<file path="src/rtl/flctl_pkg.sv">
package flctl_pkg;
   typedef enum logic [2:0] {
      FM_IDLE   = 3'd0,
      FM_PSETUP = 3'd1,
      FM_PROG   = 3'd2,
      FM_ESETUP = 3'd3,
      FM_ERASE  = 3'd4,
      FM_PVER   = 3'd5,
      FM_EVER   = 3'd6
   } flmode_e;

   localparam int C1_SWE = 6;
   localparam int C1_ESU = 5;
   localparam int C1_PSU = 4;
   localparam int C1_EV  = 3;
   localparam int C1_PV  = 2;
   localparam int C1_E   = 1;
   localparam int C1_P   = 0;
endpackage

</file>
<file path="src/rtl/flctl_gate.sv">
module flctl_gate #(
   parameter int ADDR_W = 16,
   parameter int DATA_W = 8,
   parameter int GATE_BIT = 3,
   parameter logic [ADDR_W-1:0] GATE_ADDR = 16'hFDB4
) (
   input  logic              clk,
   input  logic              rst_n,
   input  logic [ADDR_W-1:0] addr,
   input  logic              wr_en,
   input  logic              wr_bit,
   output logic              hit,
   output logic              gate_on,
   output logic [DATA_W-1:0] rd_val
);
   logic gate_r;

   assign hit = (addr == GATE_ADDR);

   always_ff @(posedge clk or negedge rst_n) begin
      if (!rst_n) begin
         gate_r <= 1'b0;
      end else if (wr_en && hit) begin
         gate_r <= wr_bit;
      end
   end

   assign gate_on = gate_r;

   always_comb begin
      rd_val = '0;
      rd_val[GATE_BIT] = gate_r;
   end
endmodule

</file>
<file path="src/rtl/flctl_ctrl1.sv">
module flctl_ctrl1
   import flctl_pkg::*;
(
   input  logic       clk,
   input  logic       rst_n,
   input  logic       pin,
   input  logic       wr_acc,
   input  logic [6:0] wd,
   output logic [6:0] bits
);
   logic [6:0] st_r;
   logic [6:0] st_n;

   always_comb begin
      st_n = st_r;
      if (wr_acc) begin
         st_n = '0;
         if (wd[C1_SWE]) begin
            st_n[C1_SWE] = 1'b1;
            if (st_r[C1_SWE]) begin
               st_n[C1_ESU:C1_PV] = wd[C1_ESU:C1_PV];
               st_n[C1_P] = wd[C1_P] & st_r[C1_PSU];
               st_n[C1_E] = wd[C1_E] & st_r[C1_ESU];
            end
         end
      end
   end

   always_ff @(posedge clk or negedge rst_n) begin
      if (!rst_n) begin
         st_r <= '0;
      end else if (!pin) begin
         st_r <= '0;
      end else begin
         st_r <= st_n;
      end
   end

   assign bits = pin ? st_r : '0;
endmodule

</file>
<file path="src/rtl/flctl_byte_reg.sv">
module flctl_byte_reg #(
   parameter int DATA_W = 8
) (
   input  logic              clk,
   input  logic              rst_n,
   input  logic              en,
   input  logic              wr_acc,
   input  logic [DATA_W-1:0] wd,
   output logic [DATA_W-1:0] q
);
   logic [DATA_W-1:0] q_r;

   always_ff @(posedge clk or negedge rst_n) begin
      if (!rst_n) begin
         q_r <= '0;
      end else if (!en) begin
         q_r <= '0;
      end else if (wr_acc) begin
         q_r <= wd;
      end
   end

   assign q = en ? q_r : '0;
endmodule

</file>
<file path="src/rtl/flctl_mode_dec.sv">
module flctl_mode_dec
   import flctl_pkg::*;
(
   input  logic [6:0] bits,
   output logic [2:0] mode
);
   flmode_e m;

   always_comb begin
      if (bits[C1_P])        m = FM_PROG;
      else if (bits[C1_E])   m = FM_ERASE;
      else if (bits[C1_PV])  m = FM_PVER;
      else if (bits[C1_EV])  m = FM_EVER;
      else if (bits[C1_PSU]) m = FM_PSETUP;
      else if (bits[C1_ESU]) m = FM_ESETUP;
      else                   m = FM_IDLE;
   end

   assign mode = m;
endmodule

</file>
<file path="src/rtl/flash_ctl_bank.sv">
module flash_ctl_bank
   import flctl_pkg::*;
#(
   parameter int ADDR_W = 16,
   parameter int DATA_W = 8,
   parameter int GATE_BIT = 3,
   parameter logic [ADDR_W-1:0] GATE_ADDR = 16'hFDB4,
   parameter logic [ADDR_W-1:0] BASE_ADDR = 16'hFFA8,
   parameter bit SYNC_PIN = 1'b0
) (
   input  logic              clk,
   input  logic              rst_n,
   input  logic [ADDR_W-1:0] addr,
   input  logic              wr_en,
   input  logic [DATA_W-1:0] wr_data,
   output logic [DATA_W-1:0] rd_data,
   input  logic              prog_pin,
   input  logic              flash_mode_on,
   output logic [2:0]        op_mode,
   output logic [2*DATA_W-1:0] erase_blk
);
   localparam int NAUX   = 4;
   localparam int AUX_EB1 = 1;
   localparam int AUX_EB2 = 2;

   if (DATA_W != 8) begin : g_bad_width
      $error("flash_ctl_bank: DATA_W must be 8");
   end
   if (GATE_BIT >= DATA_W) begin : g_bad_gate
      $error("flash_ctl_bank: GATE_BIT out of range");
   end

   logic pin_s;
   if (SYNC_PIN) begin : g_pin_sync
      logic [1:0] sync_r;
      always_ff @(posedge clk or negedge rst_n) begin
         if (!rst_n) sync_r <= '0;
         else        sync_r <= {sync_r[0], prog_pin};
      end
      assign pin_s = sync_r[1];
   end else begin : g_pin_direct
      assign pin_s = prog_pin;
   end

   logic              gate_hit;
   logic              gate_on;
   logic [DATA_W-1:0] gate_rd;

   flctl_gate #(
      .ADDR_W(ADDR_W), .DATA_W(DATA_W),
      .GATE_BIT(GATE_BIT), .GATE_ADDR(GATE_ADDR)
   ) u_gate (
      .clk(clk), .rst_n(rst_n), .addr(addr), .wr_en(wr_en),
      .wr_bit(wr_data[GATE_BIT]), .hit(gate_hit),
      .gate_on(gate_on), .rd_val(gate_rd)
   );

   logic acc_ok;
   logic wr_ok;
   assign acc_ok = gate_on & flash_mode_on;
   assign wr_ok  = acc_ok & wr_en & pin_s;

   logic       c1_hit;
   logic [6:0] c1_bits;
   assign c1_hit = (addr == BASE_ADDR);

   flctl_ctrl1 u_c1 (
      .clk(clk), .rst_n(rst_n), .pin(pin_s),
      .wr_acc(wr_ok & c1_hit), .wd(wr_data[6:0]), .bits(c1_bits)
   );

   logic aux_en;
   assign aux_en = pin_s & c1_bits[C1_SWE];

   logic [DATA_W-1:0] aux_q [NAUX];
   logic [NAUX-1:0]   aux_hit;

   for (genvar i = 0; i < NAUX; i++) begin : g_aux
      localparam logic [ADDR_W-1:0] A_ADDR = BASE_ADDR + ADDR_W'(i + 1);
      assign aux_hit[i] = (addr == A_ADDR);
      flctl_byte_reg #(.DATA_W(DATA_W)) u_reg (
         .clk(clk), .rst_n(rst_n), .en(aux_en),
         .wr_acc(wr_ok & aux_hit[i]), .wd(wr_data), .q(aux_q[i])
      );
   end

   always_comb begin
      rd_data = '0;
      if (gate_hit) begin
         rd_data = gate_rd;
      end else if (acc_ok) begin
         if (c1_hit) rd_data = {pin_s, c1_bits};
         for (int k = 0; k < NAUX; k++) begin
            if (aux_hit[k]) rd_data = aux_q[k];
         end
      end
   end

   flctl_mode_dec u_dec (.bits(c1_bits), .mode(op_mode));

   assign erase_blk = {aux_q[AUX_EB2], aux_q[AUX_EB1]};
endmodule

</file>
<file path="config.mk">
export PLATFORM = sky130hd
export DESIGN_NAME = flash_ctl_bank
export DESIGN_NICKNAME = d
export VERILOG_FILES = /design/src/rtl/flctl_pkg.sv /design/src/rtl/flctl_gate.sv /design/src/rtl/flctl_ctrl1.sv /design/src/rtl/flctl_byte_reg.sv /design/src/rtl/flctl_mode_dec.sv /design/src/rtl/flash_ctl_bank.sv
export SDC_FILE = /design/constraint.sdc
export NUM_CORES = 1
export LEC_CHECK = 0
export BUFFER_PORTS_ARGS = -buffer_cell sky130_fd_sc_hd__buf_2
export CORE_MARGIN = 2
export CORE_UTILIZATION = 50
export CTS_BUF_LIST = sky130_fd_sc_hd__clkbuf_4 sky130_fd_sc_hd__clkbuf_8 sky130_fd_sc_hd__clkbuf_16
export DETAILED_ROUTE_END_ITERATION = 7
export PLACE_DENSITY_LB_ADDON = 0.15
export SKIP_LAST_GASP = 1
export SLEW_MARGIN = 20
export SYNTH_ARGS = -nofsm -noshare
export SYNTH_HDL_FRONTEND = slang
export SYNTH_HIERARCHICAL = 1
export SYNTH_SLANG_ARGS = --single-unit
</file>
<file path="constraint.sdc">
create_clock -name clk -period 2.7 [get_ports clk]
set_input_delay 0.135 -clock clk [delete_from_list [all_inputs] [get_ports clk]]
set_output_delay 0.135 -clock clk [all_outputs]
set_load 0.02 [all_outputs]
</file>
==> flow_metrics.tcl, run 1 <==
set metrics [dict create \
    p_leak_nw 1.389 \
    area_delta_synth_final_pct 14.28 \
    power_density_nw_per_um2 372.9 \
    drt_iter0_markers 106 \
    routed_wl_um 6942 \
    overflow 0 \
    syn_avg_cell_area_sq_um 10.76 \
    cp-start-kind "flip-flop" \
    insertion_delay_ns 0.30 \
    dieArea_sq_um 6186 \
    drv_slew 0 \
    post-route-min-period_ns 2.516 \
    clk_pin_slew_ns 0.08 \
    num_rows 27 \
    synth-seq-cells 40 \
    path_max_fanout 32 \
    dp_hpwl_um 5231 \
    num_antenna_cells 0 \
    drive_gt1_share_pct 28.71 \
    ir_drop_mv 0.2663 \
    cts_sinks 40 \
    fin_tns_setup_ns 0 \
    rsz0062_at_grt "false" \
    grt_max_degree 41 \
    drc_errors 0 \
    fin_crit_sh_pct 93.18 \
    core_area_sq_um 5439 \
    ys_types 43 \
    vias_per_cell 5.517 \
    synth_mux_area_share_pct 16.70 \
    setup_viol 0 \
    crit_path_end_kind "output port" \
    yosysSeqAreaShare_pct 35.92 \
    synthCells 259 \
    maxSlewHeadroom_pct 38.93 \
    io_buffers 55 \
    clockBufferDepth 2 \
    htree_levels 2 \
    postRouteAntennaNets 0 \
    antenna_found_initial 0 \
    finClkSkew_ns 0.008732 \
    io_pins 56 \
    synth_top_family_by_area "simple AND/OR/NAND/NOR gates" \
    cts_tree "built" \
    die_w_um 78.65 \
    cp.required_ns 2.57 \
    grt_pass1_wl_um 11070 \
    max_freq_ghz 0.3975 \
    synthesis.area_sq_um 2786 \
    hold_viol 0 \
    synthXorXnorAreaFrac_pct 0 \
    cap_violations 0 \
    start_util_pct 51.23 \
    holdCritPathClass "in -> reg" \
    status "finished clean" \
    critical_path_class "reg -> out" \
    setup_slack_ns 0.1842 \
    layout.nets 345 \
    die_h_um 78.65 \
    wl_per_cell_um 17.85 \
    grt_pass1_vias 2112 \
    worst_slew_pin_slew_ns 0.9161 \
    cts-buffers-inserted 5 \
    synth_compound_area_share_pct 8.128 \
    gp_congestion 0.9183 \
    grt_usage_pct 23.72 \
    yosys_warnings 6 \
    pre_cts_ws_ns 0.3687 \
    root_buffer "clkbuf_8" \
    synthAdderAreaFrac_pct 0 \
    synthSimpleGateAreaFrac_pct 32.38 \
    worst_ep_arrival_time_ns 2.38 \
    first_pass_iters 4 \
    vias 2146 \
]
-- layer usage --
layer / wire length [um] / vias up / GRT usage (%)
met5: 0 / - / 0
met4: 70 / 0 / 5.789
met3: 416 / 7 / 4.943
met2: 3407 / 75 / 40.85
met1: 3048 / 1033 / 30.49
li1: - / 1031 / -
-- kinds of logic after synthesis --
| group | Yosys count |
|---|---|
| simple gates | 129 |
| flops | 40 |
| mux | 39 |
| compound gates | 27 |
| buf+inv | 23 |
| other cells | 1 |
-- power breakdown --
group / internal [mW] / switching (mW)
clock network: 0.284 / 0.211
logic: 0.0325 / 0.0607
registers: 0.599 / 0.00000533
-- registers in the layout (all words and copies together) (netlist names) --
signal and flops:
g_aux.u_reg/q_r 32, u_c1/st_r 7, u_gate/gate_on 1
-- worst paths after layout --
path                                start  cells past startpoint                    end  slack, ns
hold / removal                 wr_data[7]                      3  g_aux[3].u_reg/q_r[7]       0.16
hold reg to reg              u_c1/st_r[3]                      1           u_c1/st_r[3]       0.51
min in group asynchronous           rst_n                      2  g_aux[3].u_reg/q_r[5]       0.51
setup reg to reg           u_gate/gate_on                      5  g_aux[2].u_reg/q_r[7]       0.91
setup / recovery             u_c1/st_r[6]                      7             rd_data[5]       0.18
max in group asynchronous           rst_n                      2  g_aux[1].u_reg/q_r[0]       1.62
-- cells in the final DEF (no fill, tap or decap), types with 2 or more instances in the layout --
cell type / instances
a22o_1: 4
a32o_1: 2
a32oi_1: 5
a41oi_1: 3
and2_1: 43
and3_1: 2
buf_2: 55
buf_4: 9
clkbuf_8: 5
conb_1: 7
dfrtp_1: 40
mux2i_1: 33
mux4_1: 2
mux4_2: 3
nand2_1: 9
nand2b_1: 2
nand3_1: 3
nand3b_1: 3
nand4_1: 3
nand4b_4: 2
nor2_1: 10
nor2b_1: 35
nor3_1: 4
nor4_4: 2
o2111ai_1: 3
o21ai_1: 5
o2bb2ai_1: 3
-- critical path, stage by stage, from the launching register on --
cell and delay (ns):
dfrtp_1 0.39, and2_1 0.17, and2_2 0.31, and2_1 0.21, mux4_2 0.47, a32oi_1 0.28
o21ai_1 0.10, buf_2 0.16
-- per-stage QoR --
step	hold WS [ns]	total power, mW	instances	area [sq um]	util (%)
floorplan	-0.1606	0.6501	265	2809	-
global placement	0.3154	0.7023	380	3062	56.29
detailed placement	0.3162	0.7038	380	3062	56.29
CTS	0.1649	1.198	389	3183	58.52
global route	0.1682	1.230	389	3184	58.55
finish	0.1648	1.188	389	3184	58.55
-- cell type report --
class                   instances  area (sq um)
clock buffers                   6         76.32
inverters                       2         7.507
repair buffers                 65         352.8
clock inverters                 2         35.03
fillers                       498          2255
multi-input cells             202          1622
well taps                      72         90.09
flip-flops and latches         40          1001
-- synth_stat cells --
library cell	count	area share, %
and2_1	44	9.9
dfrtp_1	40	36
nor2b_1	35	7.9
mux2i_1	33	12
nor2_1	10	1.3
buf_4	9	2.4
nand2_1	9	1.2
buf_6	7	2.8
a32oi_1	5	1.6
o21ai_1	5	0.90
a22o_1	4	1.3
buf_2	4	0.72
nor3_1	4	0.72
a41oi_1	3	0.94
mux4_2	3	2.4
nand3_1	3	0.54
nand3b_1	3	0.81
nand4_1	3	0.67
o2111ai_1	3	0.94
o2bb2ai_1	3	0.94
a32o_1	2	0.72
and3_1	2	0.45
mux4_1	2	1.9
nand2b_1	2	0.45
nand4b_4	2	1.7
nor4_4	2	1.5
a2111oi_2	1	0.54
a2bb2oi_1	1	0.31
and3_2	1	0.27
and4_1	1	0.31
clkbuf_8	1	0.49
conb_1	1	0.13
inv_1	1	0.13
inv_2	1	0.13
mux2_4	1	0.54
nand2_2	1	0.22
nand4_2	1	0.45
nand4_4	1	0.76
nand4bb_1	1	0.40
nand4bb_4	1	0.99
nor3_2	1	0.36
nor3_4	1	0.58
nor4b_4	1	0.85
-- what timing repair did --
action,4_1_cts,5_1_grt
hold buffers,1,0
setup buffers,0,0
hold endpoints to repair,12,0
setup endpoints to repair,0,8
resized for setup,0,1
Power figures use the tool's default switching activity.
==> run 2, diff against run 1 <==
Settings changed: SETUP_SLACK_MARGIN set to 0.1.
Clock period 2.7 ns to 2.5 ns, I/O delays scaled along.
==> run 2 against run 1 <==
Net effect:
- register-to-register slack got worse by 0.16 ns
- utilization rose by 1.3 points
- via count rose by 0.28%
- largest cell class unchanged
- critical path type unchanged
- die area did not move
- sequential power rose by 7.8%
==> flow_metrics.tcl, run 2 (same netlist as run 1, synthesis figures left out) <==
set metrics [dict create \
    clk_pin_slew_ns 0.08 \
    critical_path_class "reg -> out" \
    crit_path_end_kind "output port" \
    layout.nets 348 \
    holdCritPathClass "in -> reg" \
    internal_power_mw 1.034 \
    max_freq_ghz 0.4275 \
    dp_hpwl_um 5259 \
    design_area_sq_um 3253 \
    drc_errors 0 \
    grt_pass1_wl_um 11360 \
    whs_ns 0.1533 \
    insertion_delay_ns 0.30 \
    pre_cts_ws_ns 0.2157 \
    drive_gt1_share_pct 30.63 \
    worst_ep_arrival_time_ns 2.21 \
    power_density_nw_per_um2 410.3 \
    rsz0062_at_grt "false" \
    switching_share_pct 22.54 \
    rr_worst_depth 6 \
    cap_violations 0 \
    grt_pass1_vias 2145 \
    grt_usage_pct 24.07 \
    cp.required_ns 2.38 \
    cp-start-kind "flip-flop" \
    start_util_pct 51.23 \
    pwr-share-seq_pct 48.4 \
    fill_cells 494 \
    post-place-cells 382 \
    wl_per_cell_um 18.16 \
    num_antenna_cells 0 \
    layout_commonest_cell "buf_2" \
    root_buffer "clkbuf_8" \
    r2r_slack_ns 0.75 \
    mostFrequentLayoutCells "buf_2, and2_1, dfrtp_1" \
    cts-buffers-inserted 5 \
    dieArea_sq_um 6186 \
    holdPathStages 2 \
    regMostFlops "g_aux.u_reg/q_r" \
    status "finished clean" \
    setup_viol 0 \
    drt_iter0_markers 97 \
    setup_slack_ns 0.1608 \
    vias 2152 \
    worst_slew_pin_slew_ns 0.9064 \
    area_delta_synth_final_pct 16.75 \
    gp_congestion 0.9480 \
    clockBufferDepth 2 \
    p_leak_nw 1.474 \
    core_area_sq_um 5439 \
    grt_max_degree 41 \
    ir_drop_mv 0.3297 \
    num_rows 27 \
    routed_wl_um 7118 \
    fin_crit_sh_pct 93.57 \
    maxSlewHeadroom_pct 39.57 \
    finClkSkew_ns 0.006952 \
    cts_tree "built" \
    hold_viol 0 \
    post-route-min-period_ns 2.339 \
    place_area_sq_um 3077 \
    clockPowerShare_pct 43.9 \
    drv_slew 0 \
    overflow 0 \
    first_pass_iters 4 \
    power.switching_uw 300.8 \
    fin_tns_setup_ns 0 \
    antenna_found_initial 0 \
    postRouteAntennaNets 0 \
    p_total_mw 1.335 \
    io_buffers 55 \
    vias_per_cell 5.490 \
    die_h_um 78.65 \
    io_pins 56 \
    final_util_pct 59.81 \
    die_w_um 78.65 \
    cts_sinks 40 \
    finalNonFillerCells 392 \
    combPwrFrac_pct 7.6 \
    largest_reg_flops 32 \
    htree_levels 2 \
    path_max_fanout 16 \
]
run 2: repair_timing:
| item | CTS | global route |
|---|---|---|
| endpoints found under the hold margin | 40 | 0 |
| pin swaps | 0 | 1 |
| buffers inserted | 0 | 0 |
| endpoints found under the setup margin | 8 | 5 |
| cloned | 0 | 1 |
| resized for setup | 2 | 4 |
| hold buffers | 1 | 0 |
run 2: final timing paths:
kind,start,end
setup / recovery,u_c1/st_r[6],rd_data[5]
hold / removal,wr_data[4],u_c1/st_r[4]
setup reg to reg,u_gate/gate_on,u_c1/st_r[1]
hold reg to reg,u_c1/st_r[3],u_c1/st_r[3]
max in group asynchronous,rst_n,g_aux[0].u_reg/q_r[2]
min in group asynchronous,rst_n,g_aux[3].u_reg/q_r[2]
run 2: metal layers:
metal  global-route usage, %  vias to the layer above  wire, um  share of wire [%]
met1                   30.81                     1047      3191                 45
met2                   40.68                       63      3401                 48
met5                       0                        -         0                  0
met4                   7.719                        0       141                2.0
li1                        -                     1030         -                  -
met3                   5.057                       12       383                5.4
run 2: cell type report:
cell class                 instances  area, sq um  share of cell area (%)
clock buffer                       7        96.34                   2.962
clock inverter                     1        30.03                  0.9231
inverter                           2        7.507                  0.2308
multi-input combinational        203         1660                   51.04
sequential                        40         1001                   30.77
tap                               72        90.09                   2.769
timing repair buffer              67        367.9                   11.31
run 2: worst max-delay path, stage by stage (launching register included):
cell,delay [ns]
dfrtp_1,0.39
and2_1,0.20
and2_4,0.19
and2_1,0.17
mux4_2,0.47
a32oi_1,0.24
o21ai_1,0.10
buf_2,0.17
run 2: power groups by stage:
stage                     clock network [mW]  logic [mW]  registers [mW]
after floorplan                            0      0.0426           0.659
after global placement                     0       0.100           0.659
after detailed placement                   0       0.102           0.659
after CTS                              0.597       0.103           0.646
after global routing                   0.623       0.111           0.646
final                                  0.586       0.102           0.646
